**config.mk**
```make
export PLATFORM = sky130hd
export DESIGN_NAME = shl_unit
export DESIGN_NICKNAME = d
export VERILOG_FILES = /design/src/rtl/shl_pkg.sv /design/src/rtl/shl_legal_chk.sv /design/src/rtl/shl_lane.sv /design/src/rtl/shl_flag_gen.sv /design/src/rtl/shl_unit.sv
export SDC_FILE = /design/constraint.sdc
export NUM_CORES = 1
export LEC_CHECK = 0
export ABC_AREA = 0
export CORE_UTILIZATION = 35
export DETAILED_ROUTE_END_ITERATION = 8
export GPL_TIMING_DRIVEN = 0
export PLACE_DENSITY = 0.58
export SYNTH_ARGS = -nofsm -noshare
export SYNTH_HDL_FRONTEND = slang
export SYNTH_SLANG_ARGS = --single-unit
```
**constraint.sdc**
```tcl
create_clock -name clk -period 2.05 [get_ports clk]
set_input_delay 0.205 -clock clk [delete_from_list [all_inputs] [get_ports clk]]
set_output_delay 0.205 -clock clk [all_outputs]
set_load 0.05 [all_outputs]
```
**src/rtl/shl_pkg.sv**
```systemverilog
package shl_pkg;

  localparam int unsigned DATA_W    = 32;
  localparam int unsigned NUM_LANES = 3;
  localparam int unsigned CNT_W     = 3;
  localparam int unsigned VAR_W     = 2;
  localparam int unsigned AMT_W     = 5;
  localparam int unsigned MAX_CODE  = 4;
  localparam int unsigned FLAG_W    = 5;

  localparam logic [VAR_W-1:0] VAR_BASIC = '0;
  localparam logic [VAR_W-1:0] VAR_FULL  = '1;

  typedef enum logic [1:0] {
    SZ_BYTE = 2'd0,
    SZ_WORD = 2'd1,
    SZ_LONG = 2'd2,
    SZ_RSVD = 2'd3
  } op_size_e;

  typedef struct packed {
    logic h;
    logic n;
    logic z;
    logic v;
    logic c;
  } flags_t;

  function automatic int unsigned lane_width(int unsigned g);
    return DATA_W >> (NUM_LANES - 1 - g);
  endfunction

  function automatic int unsigned size_lane(op_size_e s);
    case (s)
      SZ_BYTE: return 0;
      SZ_WORD: return 1;
      default: return NUM_LANES - 1;
    endcase
  endfunction

  function automatic logic [DATA_W-1:0] lane_mask(int unsigned g);
    logic [DATA_W:0] one_ext;
    one_ext = (DATA_W+1)'(1) << lane_width(g);
    return one_ext[DATA_W-1:0] - DATA_W'(1);
  endfunction

  function automatic logic [AMT_W-1:0] code_to_amt(logic [CNT_W-1:0] code);
    if (code > CNT_W'(MAX_CODE)) return '0;
    return AMT_W'(1) << code;
  endfunction

endpackage

```
**src/rtl/shl_legal_chk.sv**
```systemverilog
module shl_legal_chk
  import shl_pkg::*;
(
  input  op_size_e          size_i,
  input  logic [CNT_W-1:0]  count_i,
  input  logic [VAR_W-1:0]  variant_i,
  output logic              legal_o,
  output logic [AMT_W-1:0]  amt_o
);

  logic code_ok;
  logic basic_only;
  logic full_only;

  assign code_ok  = (count_i <= CNT_W'(MAX_CODE));
  assign amt_o    = code_to_amt(count_i);
  // Counts 1 and 2 need only a non-basic variant; larger ones need the full variant.
  assign basic_only = (count_i <= CNT_W'(1));
  assign full_only  = (variant_i == VAR_FULL);

  always_comb begin
    legal_o = 1'b0;
    if (code_ok) begin
      case (size_i)
        SZ_BYTE: legal_o = (count_i <= CNT_W'(2));
        SZ_WORD: legal_o = (variant_i != VAR_BASIC) &&
                           (basic_only || (full_only && count_i <= CNT_W'(3)));
        SZ_LONG: legal_o = (variant_i != VAR_BASIC) &&
                           (basic_only || full_only);
        default: legal_o = 1'b0;
      endcase
    end
  end

  // basic variant rejects anything wider than a byte
  always_comb begin
    if (variant_i == VAR_BASIC && (size_i == SZ_WORD || size_i == SZ_LONG))
      a_r3_basic_rejects_wide: assert (!legal_o);
  end

  // reserved count codes never pass
  always_comb begin
    if (count_i > CNT_W'(MAX_CODE))
      a_r1_reserved_code: assert (!legal_o);
  end

endmodule

```
**src/rtl/shl_lane.sv**
```systemverilog
module shl_lane
  import shl_pkg::*;
#(
  parameter int unsigned W = 8
) (
  input  logic [W-1:0]     opnd_i,
  input  logic [AMT_W-1:0] amt_i,
  output logic [W-1:0]     res_o,
  output logic             carry_o
);

  logic [2*W-1:0] ext;

  assign ext     = {{W{1'b0}}, opnd_i} << amt_i;
  assign res_o   = ext[W-1:0];
  // The bit just above the lane is the last one pushed out of the operand.
  assign carry_o = ext[W];

endmodule

```
**src/rtl/shl_flag_gen.sv**
```systemverilog
module shl_flag_gen
  import shl_pkg::*;
(
  input  logic [DATA_W-1:0] data_i,
  input  op_size_e          size_i,
  input  logic [DATA_W-1:0] lane_res_i [NUM_LANES],
  input  logic              lane_c_i   [NUM_LANES],
  output logic [DATA_W-1:0] merged_o,
  output flags_t            flags_o
);

  int unsigned       sel;
  logic [DATA_W-1:0] mask;
  logic [DATA_W-1:0] sized;

  always_comb begin
    sel      = size_lane(size_i);
    mask     = lane_mask(sel);
    sized    = lane_res_i[sel] & mask;
    merged_o = (data_i & ~mask) | sized;
    flags_o.h = 1'b0;
    flags_o.v = 1'b0;
    flags_o.n = sized[lane_width(sel) - 1];
    flags_o.z = (sized == '0);
    flags_o.c = lane_c_i[sel];
  end

endmodule

```
**src/rtl/shl_unit.sv**
```systemverilog
module shl_unit
  import shl_pkg::*;
(
  input  logic              clk,
  input  logic              rst,
  input  logic              valid_i,
  input  logic [1:0]        size_i,
  input  logic [CNT_W-1:0]  count_i,
  input  logic [VAR_W-1:0]  variant_i,
  input  logic [DATA_W-1:0] data_i,
  output logic [DATA_W-1:0] result_o,
  output logic [FLAG_W-1:0] flags_o,
  output logic              done_o,
  output logic              illegal_o
);

  op_size_e          size_e;
  logic              legal;
  logic [AMT_W-1:0]  amt;
  logic [DATA_W-1:0] lane_res [NUM_LANES];
  logic              lane_c   [NUM_LANES];
  logic [DATA_W-1:0] merged;
  flags_t            flags_next;
  logic              accept;
  logic              reject;

  assign size_e = op_size_e'(size_i);
  assign accept = valid_i && legal;
  assign reject = valid_i && !legal;

  shl_legal_chk u_legal (
    .size_i    (size_e),
    .count_i   (count_i),
    .variant_i (variant_i),
    .legal_o   (legal),
    .amt_o     (amt)
  );

  for (genvar g = 0; g < NUM_LANES; g++) begin : g_lane
    localparam int unsigned LW = lane_width(g);
    logic [LW-1:0] narrow;
    shl_lane #(.W(LW)) u_lane (
      .opnd_i  (data_i[LW-1:0]),
      .amt_i   (amt),
      .res_o   (narrow),
      .carry_o (lane_c[g])
    );
    assign lane_res[g] = DATA_W'(narrow);
  end

  shl_flag_gen u_flags (
    .data_i     (data_i),
    .size_i     (size_e),
    .lane_res_i (lane_res),
    .lane_c_i   (lane_c),
    .merged_o   (merged),
    .flags_o    (flags_next)
  );

  always_ff @(posedge clk) begin
    if (rst) begin
      result_o  <= '0;
      flags_o   <= '0;
      done_o    <= 1'b0;
      illegal_o <= 1'b0;
    end else begin
      done_o    <= valid_i;
      illegal_o <= reject;
      if (accept) begin
        result_o <= merged;
        flags_o  <= flags_next;
      end
    end
  end

  a_r10_done_follows: assert property (@(posedge clk) disable iff (rst)
    valid_i |=> done_o);

  a_r10_quiet_idle: assert property (@(posedge clk) disable iff (rst)
    !valid_i |=> (!done_o && !illegal_o));

  a_r9_hold_on_reject: assert property (@(posedge clk) disable iff (rst)
    reject |=> ($stable(result_o) && $stable(flags_o)));

  a_r5_upper_passthru: assert property (@(posedge clk) disable iff (rst)
    (accept && size_e == SZ_BYTE) |=> (result_o[DATA_W-1:8] == $past(data_i[DATA_W-1:8])));

  a_r5_zero_fill: assert property (@(posedge clk) disable iff (rst)
    (done_o && !illegal_o) |-> (result_o[0] == 1'b0));

  a_r7_z_excludes_n: assert property (@(posedge clk) disable iff (rst)
    (done_o && !illegal_o) |-> !(flags_o[2] && flags_o[3]));

  a_r8_h_v_clear: assert property (@(posedge clk) disable iff (rst)
    accept |=> (flags_o[4] == 1'b0 && flags_o[1] == 1'b0));

endmodule

```
Word level (Yosys, flattened, before mapping)
Cells that the tools add are included.
{"block": "word_totals", "in_bits": 42, "out_inout_bits": 39, "register_bits": 37, "wordCells": 53}
{"block": "classes", "eq_ne": 3, "addsub": 3, "n_reduce_logical": 11, "mux": 14, "n_shift": 6, "magnitude_cmp": 7, "bitwise": 5}
{"operator": "AND 32 bit", "count": 2}
{"operator": "binary-select mux 32 bit (select 2 bit)", "count": 1}
{"operator": "2-to-1 mux 32 bit", "count": 2}
{"operator": "subtractor 32 x 1 -> 32 bit (second input constant)", "count": 2}
{"operator": ">= comparator 33 x 3 -> 1 bit (second input constant)", "count": 1}
{"operator": "NOT 2 -> 33 bit", "count": 1}
{"operator": "<< shifter 32 x 5 -> 33 bit", "count": 1}
{"operator": "logical NOT 32 bit", "count": 1}
{"operator": "less-than comparator 32 x 6 -> 1 bit (second input constant)", "count": 1}
{"operator": "NOT 32 bit", "count": 1}
{"operator": "OR 32 bit", "count": 1}
{"operator": "<< shifter 1 x 32 -> 32 bit (first input constant)", "count": 1}
{"operator": "right shift 6 x 32 -> 32 bit (first input constant)", "count": 1}
{"operator": "<< shifter 16 x 5 -> 17 bit", "count": 1}
{"operator": "2-to-1 mux 5 bit", "count": 2}
{"operator": "<< shifter 8 x 5 -> 9 bit", "count": 1}
{"operator": "<= comparator 3 x 2 -> 1 bit (second input constant)", "count": 2}
{"operator": "binary-select mux 1 bit (select 5 bit)", "count": 1}
{"operator": "logical AND 1 bit", "count": 5}
{"operator": "2-to-1 mux 1 bit", "count": 5}
{"operator": "<< shifter 1 x 3 -> 5 bit (first input constant)", "count": 1}
{"operator": "== test 2 bit (second input constant)", "count": 2}
{"operator": "case mux 2 bit (2 select lines)", "count": 1}
{"operator": "> comparator 3 bit (second input constant)", "count": 1}
{"operator": "other kinds (10)", "count": 11}

Depth between registers and ports, before layout
{"block": "depth", "word_depth": 10, "depth_mapped": 11, "depth_no_buf": 9}

Cells and area by module
From an unflattened synthesis, not the netlist that was laid out.
{"block": "unflattened", "cells_unflattened": 611, "area_unflattened_um2": 5472.7}
{"module": "shl_lane at g_lane[2].u_lane", "instances": 1, "area_per_inst_um2": 1865.5, "cells_each": 200}
{"module": "shl_unit", "instances": 1, "area_per_inst_um2": 1715.4, "cells_each": 173}
{"module": "shl_lane at g_lane[1].u_lane", "instances": 1, "area_per_inst_um2": 714.4, "cells_each": 85}
{"module": "shl_flag_gen", "instances": 1, "area_per_inst_um2": 694.4, "cells_each": 98}
{"module": "shl_lane at g_lane[0].u_lane", "instances": 1, "area_per_inst_um2": 347.8, "cells_each": 37}
{"module": "shl_legal_chk", "instances": 1, "area_per_inst_um2": 135.1, "cells_each": 18}

Least setup slack after synthesis
Ideal clock, no wire load.
{"block": "synth_path", "kind": "input to register", "start": "in size_i[0]", "end": "reg flags_o[2]", "slack_ns": 0.147, "t_arrival_ns": 1.782, "cell_stages": 11, "path_cell_list": "inv_1 -> ha_1 -> buf_2 -> or2_2 -> clkbuf_1 -> a2111oi_0 -> o2bb2ai_1 -> nand4_1 -> nor4_2 -> nand4_1 -> o31ai_1"}
{"block": "synth_between", "elab_chain_len": 8, "word_cells_on_any_way": 17, "cone_classes": "add/sub: 2; eq/ne: 2; shift: 2; mux: 6; bitwise: 2; reduce/logical: 3"}
{"item": "from (decl)", "line_no": "shl_unit.sv:7", "text": "input logic [1:0] size_i,"}
{"item": "== test 2 x 1 -> 1 bit or logical NOT 2 bit (tied branches)", "line_no": "shl_pkg.sv:34, shl_legal_chk.sv:24"}
{"item": "case mux 2 bit (2 select lines)", "line_no": "shl_pkg.sv:34", "text": "case (s)"}
{"item": "subtractor 2 x 2 -> 3 bit or NOT 2 -> 33 bit (tied branches)", "line_no": "shl_pkg.sv:30, shl_flag_gen.sv:19"}
{"item": "right shift 6 x 32 -> 32 bit or binary-select mux 32 bit (select 2 bit) (tied branches)", "line_no": "shl_pkg.sv:30, shl_flag_gen.sv:19"}
{"item": "<< shifter 1 x 32 -> 32 bit or 2-to-1 mux 32 bit (tied branches)", "line_no": "shl_pkg.sv:43, shl_flag_gen.sv:19"}
{"item": "subtractor 32 x 1 -> 32 bit or 2-to-1 mux 32 bit (tied branches)", "line_no": "shl_pkg.sv:44, shl_flag_gen.sv:19"}
{"item": "AND 32 bit", "line_no": "shl_flag_gen.sv:19", "text": "sized = lane_res_i[sel] & mask;"}
{"item": "logical NOT 32 bit", "line_no": "shl_flag_gen.sv:24", "text": "flags_o.z = (sized == '0);"}
{"item": "to (signal assigned)", "line_no": "shl_unit.sv:71", "text": "flags_o <= flags_next;"}
{"item": "to (decl)", "line_no": "shl_unit.sv:12", "text": "output logic [FLAG_W-1:0] flags_o,"}
Several ways; a longest one is shown, not always the timed one. The select of a mux whose other input is x is not followed.
A chain may end at the register's enable or synchronous reset.

Worst setup path in the final report
{"block": "layout_path", "start": "in data_i[14]", "end": "reg flags_o[2]"}
{"block": "layout_between", "elab_chain_len": 6, "word_cells_on_any_way": 7, "cone_classes": "shift: 2; mux: 3; bitwise: 1; reduce/logical: 1"}
{"item": "from (decl)", "line_no": "shl_unit.sv:10", "text": "input logic [DATA_W-1:0] data_i,"}
{"item": "<< shifter 32 x 5 -> 33 bit or << shifter 16 x 5 -> 17 bit (tied branches)", "line_no": "shl_lane.sv:14", "text": "assign ext = {{W{1'b0}}, opnd_i} << amt_i;"}
{"item": "binary-select mux 32 bit (select 2 bit) (*)", "line_no": "shl_flag_gen.sv:19"}
{"item": "2-to-1 mux 32 bit (not written as such) (*) (2 in series)", "line_no": "shl_flag_gen.sv:19"}
{"item": "AND 32 bit (*)", "line_no": "shl_flag_gen.sv:19"}
{"item": "logical NOT 32 bit (*)", "line_no": "shl_flag_gen.sv:24"}
Every way passes the cells marked *; elsewhere a longest branch is shown, timed or not. The select of a mux whose other input is x is not followed.

==> summary.txt <==
Finish
  – Share of layout cells above drive strength 1: 0.183
  – Number of nets in the layout: 534
  – Antenna diode instance count: 0
  – Filler cells: 899
  – Synthesis-to-layout area growth: 35.9%

Timing
  – Final count of hold timing violations: 0
  – Slew of the pin with the lowest slew margin: 539 ps
  – Post-Route Skew: 0 ps
  – RSZ-0062 raised after global routing: true
  – Fin crit share: 1.02
  – Setup TNS after final layout: -33.1 ps
  – Max Clk Rate: 480 MHz
  – Final worst-path setup slack: -33.1 ps
  – Final slew viol count: 0
  – Setup-violating endpoint count in the final report: 1
  – Headroom to the max-slew limit: 0.641
  – Shortest clock period the worst path allows after layout: 2080 ps

Route
  – Total wire length after detailed routing: 13200 um
  – Drt initial violations: 293
  – Via count: 3714
  – TritonRoute pass-1 iters: 5
  – Residual DRC count: 0
  – Antenna-violating nets left: 0
  – Number of vias per cell: 6.21
  – Average routed wire per standard cell: 22.1 um

Logic synthesis
  – Share of the synthesized netlist area taken by xor and xnor gates: 0
  – Yosys warns: 0
  – Async set or reset register ratio after synthesis: 0
  – Largest family of logic cells by synthesized area: compound AO/OA/AOI/OAI gates
  – Distinct cells, synth: 61
  – Dominant cells by area after synthesis: dfxtp_1, mux2i_1, mux4_2, nor2_1, a211oi_1
  – Multiplexer area fraction after synthesis: 0.231
  – Area fraction in compound gates after synthesis: 0.256
  – Synth top area share: 0.223
  – Number of synthesized flops with an enable pin: 0
  – Syn Inst Count: 399
  – Part of the Yosys area used for sequential elements: 0.223
  – Average cell area after synthesis: 8.31 sq um
  – Synthesized-area fraction occupied by adder cells: 0.0257
  – Cell accounting for the most synthesized area: dfxtp_1
  – Most used flip-flop cell after synthesis: dfxtp_1
  – Number of synthesized register bits: 37
  – Post-synthesis simple-gate area fraction: 0.181
  – Synthesized area: 3320 sq um

CTS
  – Clock-pin transition on the worst setup and hold timing paths: 80 ps
  – Number of H-tree branching levels: 2
  – Clock buffer count from CTS: 5
  – Later-pin clock latency in the skew report: 300 ps
  – Root buffer cell: clkbuf_8
  – Number of sinks on the clock net: 37
  – CTS tree: built
  – Max Buffers Root-to-Sink: 2

Place
  – Place WS: -1060 ps
  – Routability congestion estimate: 0.945
  – DPL Wire Length: 9990 um
  – Number of buffer cells added on primary ports: 76

Global routing
  – First-pass GRT wire length: 20700 um
  – Pin count of the biggest net entering global routing: 14
  – Vias in the first global route: 3635
  – Gr ovfl total: 0
  – Initial antenna violation count: 0
  – Global-route usage over all layers: 0.276

Die
  – Number of placed I/O pins: 81
  – Core outline area: 9200 sq um
  – DIE WIDTH: 99.4 um
  – Die Ht: 99.4 um
  – Initial core utilization: 0.361
  – Count of standard-cell rows: 35
  – Total Die Area: 9870 sq um

Hold path
  – Worst min-delay path class: input port to register
  – Cell depth of the worst min-delay path: 2

Power and ir drop
  – Power per cell area: 545 nW/um^2
  – Overall power after layout: 2.46 mW
  – Total leakage power: 1.69 nW
  – Max rail drop VDD: 387 uV

Setup path
  – R2R depth: 2
  – Maximum fanout along the worst path: 7
  – WS Path Type: input port to register
  – Critical Path Start Type: input port
  – WP data required: 2260 ps
  – Kind of end point of the critical path: register
  – Arrival time of data at the critical path endpoint: 2300 ps

Run
  – Max-cap violations: 0

Status
  – Outcome: finished with violations
  – Failing checks: negative setup slack
## synthesized netlist by cell type (all sizes together) (12+ instances only)
master / n
nor2: 56
dfxtp: 37
mux2i: 32
a21oi: 30
nand2: 27
buf: 26
o21ai: 22
a211oi: 21
mux4: 15
o22ai: 13
clkbuf: 12
## worst max-delay path, cell delays in order
cell	delay [ps]
dlygate4sd2_1	380
mux4_2	520
mux2i_2	230
nor2_2	80
or3_1	400
nor4_2	150
nand4_1	140
o31ai_1	200
## placed cells by master (no fill, tap or decap), drive strengths merged, types with 13 or more instances in the layout
cell type,instances
clkdlybuf4s50,58
nor2,56
dfxtp,37
mux2i,32
a21oi,30
buf,28
nand2,27
o21ai,22
a211oi,21
clkbuf,20
mux4,15
o22ai,13
## registers in the layout, indices dropped and copies added, names as in the netlist
signal	flops
flags_o	3
done_o	1
result_o	32
illegal_o	1
## path summary, 6_finish.rpt
kind                                    from           end  slack (ps)
worst max-delay path              data_i[14]    flags_o[2]         -30
worst min register to register   result_o[0]   result_o[0]         460
worst max register to register  result_o[25]  result_o[25]        1320
worst min-delay path                     rst        done_o         410
## power by group
group	switching (mW)	internal [mW]	total, mW
Clock	0.282	0.490	0.772
Sequential	0.0127	0.745	0.757
Combinational	0.555	0.374	0.930
Total	0.850	1.61	2.46
## routing by layer
metal	share of wire	routed length, um	vias to the layer above	track usage
li1	-	-	1679	-
met1	0.41	5450	1771	0.362
met2	0.45	5960	212	0.441
met3	0.088	1160	52	0.0520
met4	0.050	658	0	0.121
met5	0	0	-	0
## kinds of logic (layout without fill, tap and decap cells)
family | count (synthesis) | count (layout)
other cells | 1 | 2
compound gates | 127 | 127
fa+ha+maj | 7 | 7
mux | 55 | 55
buf+inv | 47 | 134
simple gates | 125 | 125
flops | 37 | 37
## layout make-up
type	instances	area [sq um]	area share
Buffer	37	293	0.0649
Inverter	9	33.8	0.00749
Sequential cell	37	741	0.164
Clock inverter	3	68.8	0.0153
Multi-Input combinational cell	316	2390	0.530
Tap cell	111	139	0.0308
Timing Repair Buffer	80	776	0.172
Clock buffer	5	68.8	0.0153
## what timing repair did
| action | CTS | global route |
|---|---|---|
| gates resized for setup | 46 | 25 |
| endpoints found under the setup margin | 35 | 34 |
| setup buffers | 4 | 0 |
| hold buffers | 0 | 0 |
| cloned | 0 | 0 |
| pin swaps | 5 | 2 |
## stage by stage
stage	area [sq um]	hold slack (ps)	std cells	utilization
5_1_grt	4510	465	598	0.490
4_1_cts	4470	400	598	0.486
3_5_place_dp	4220	450	587	0.459
6_report	4510	411	598	0.490
3_3_place_gp	4220	446	587	0.459
2_1_floorplan	3320	362	400	-
No activity file was read; power rests on OpenSTA's default activity.
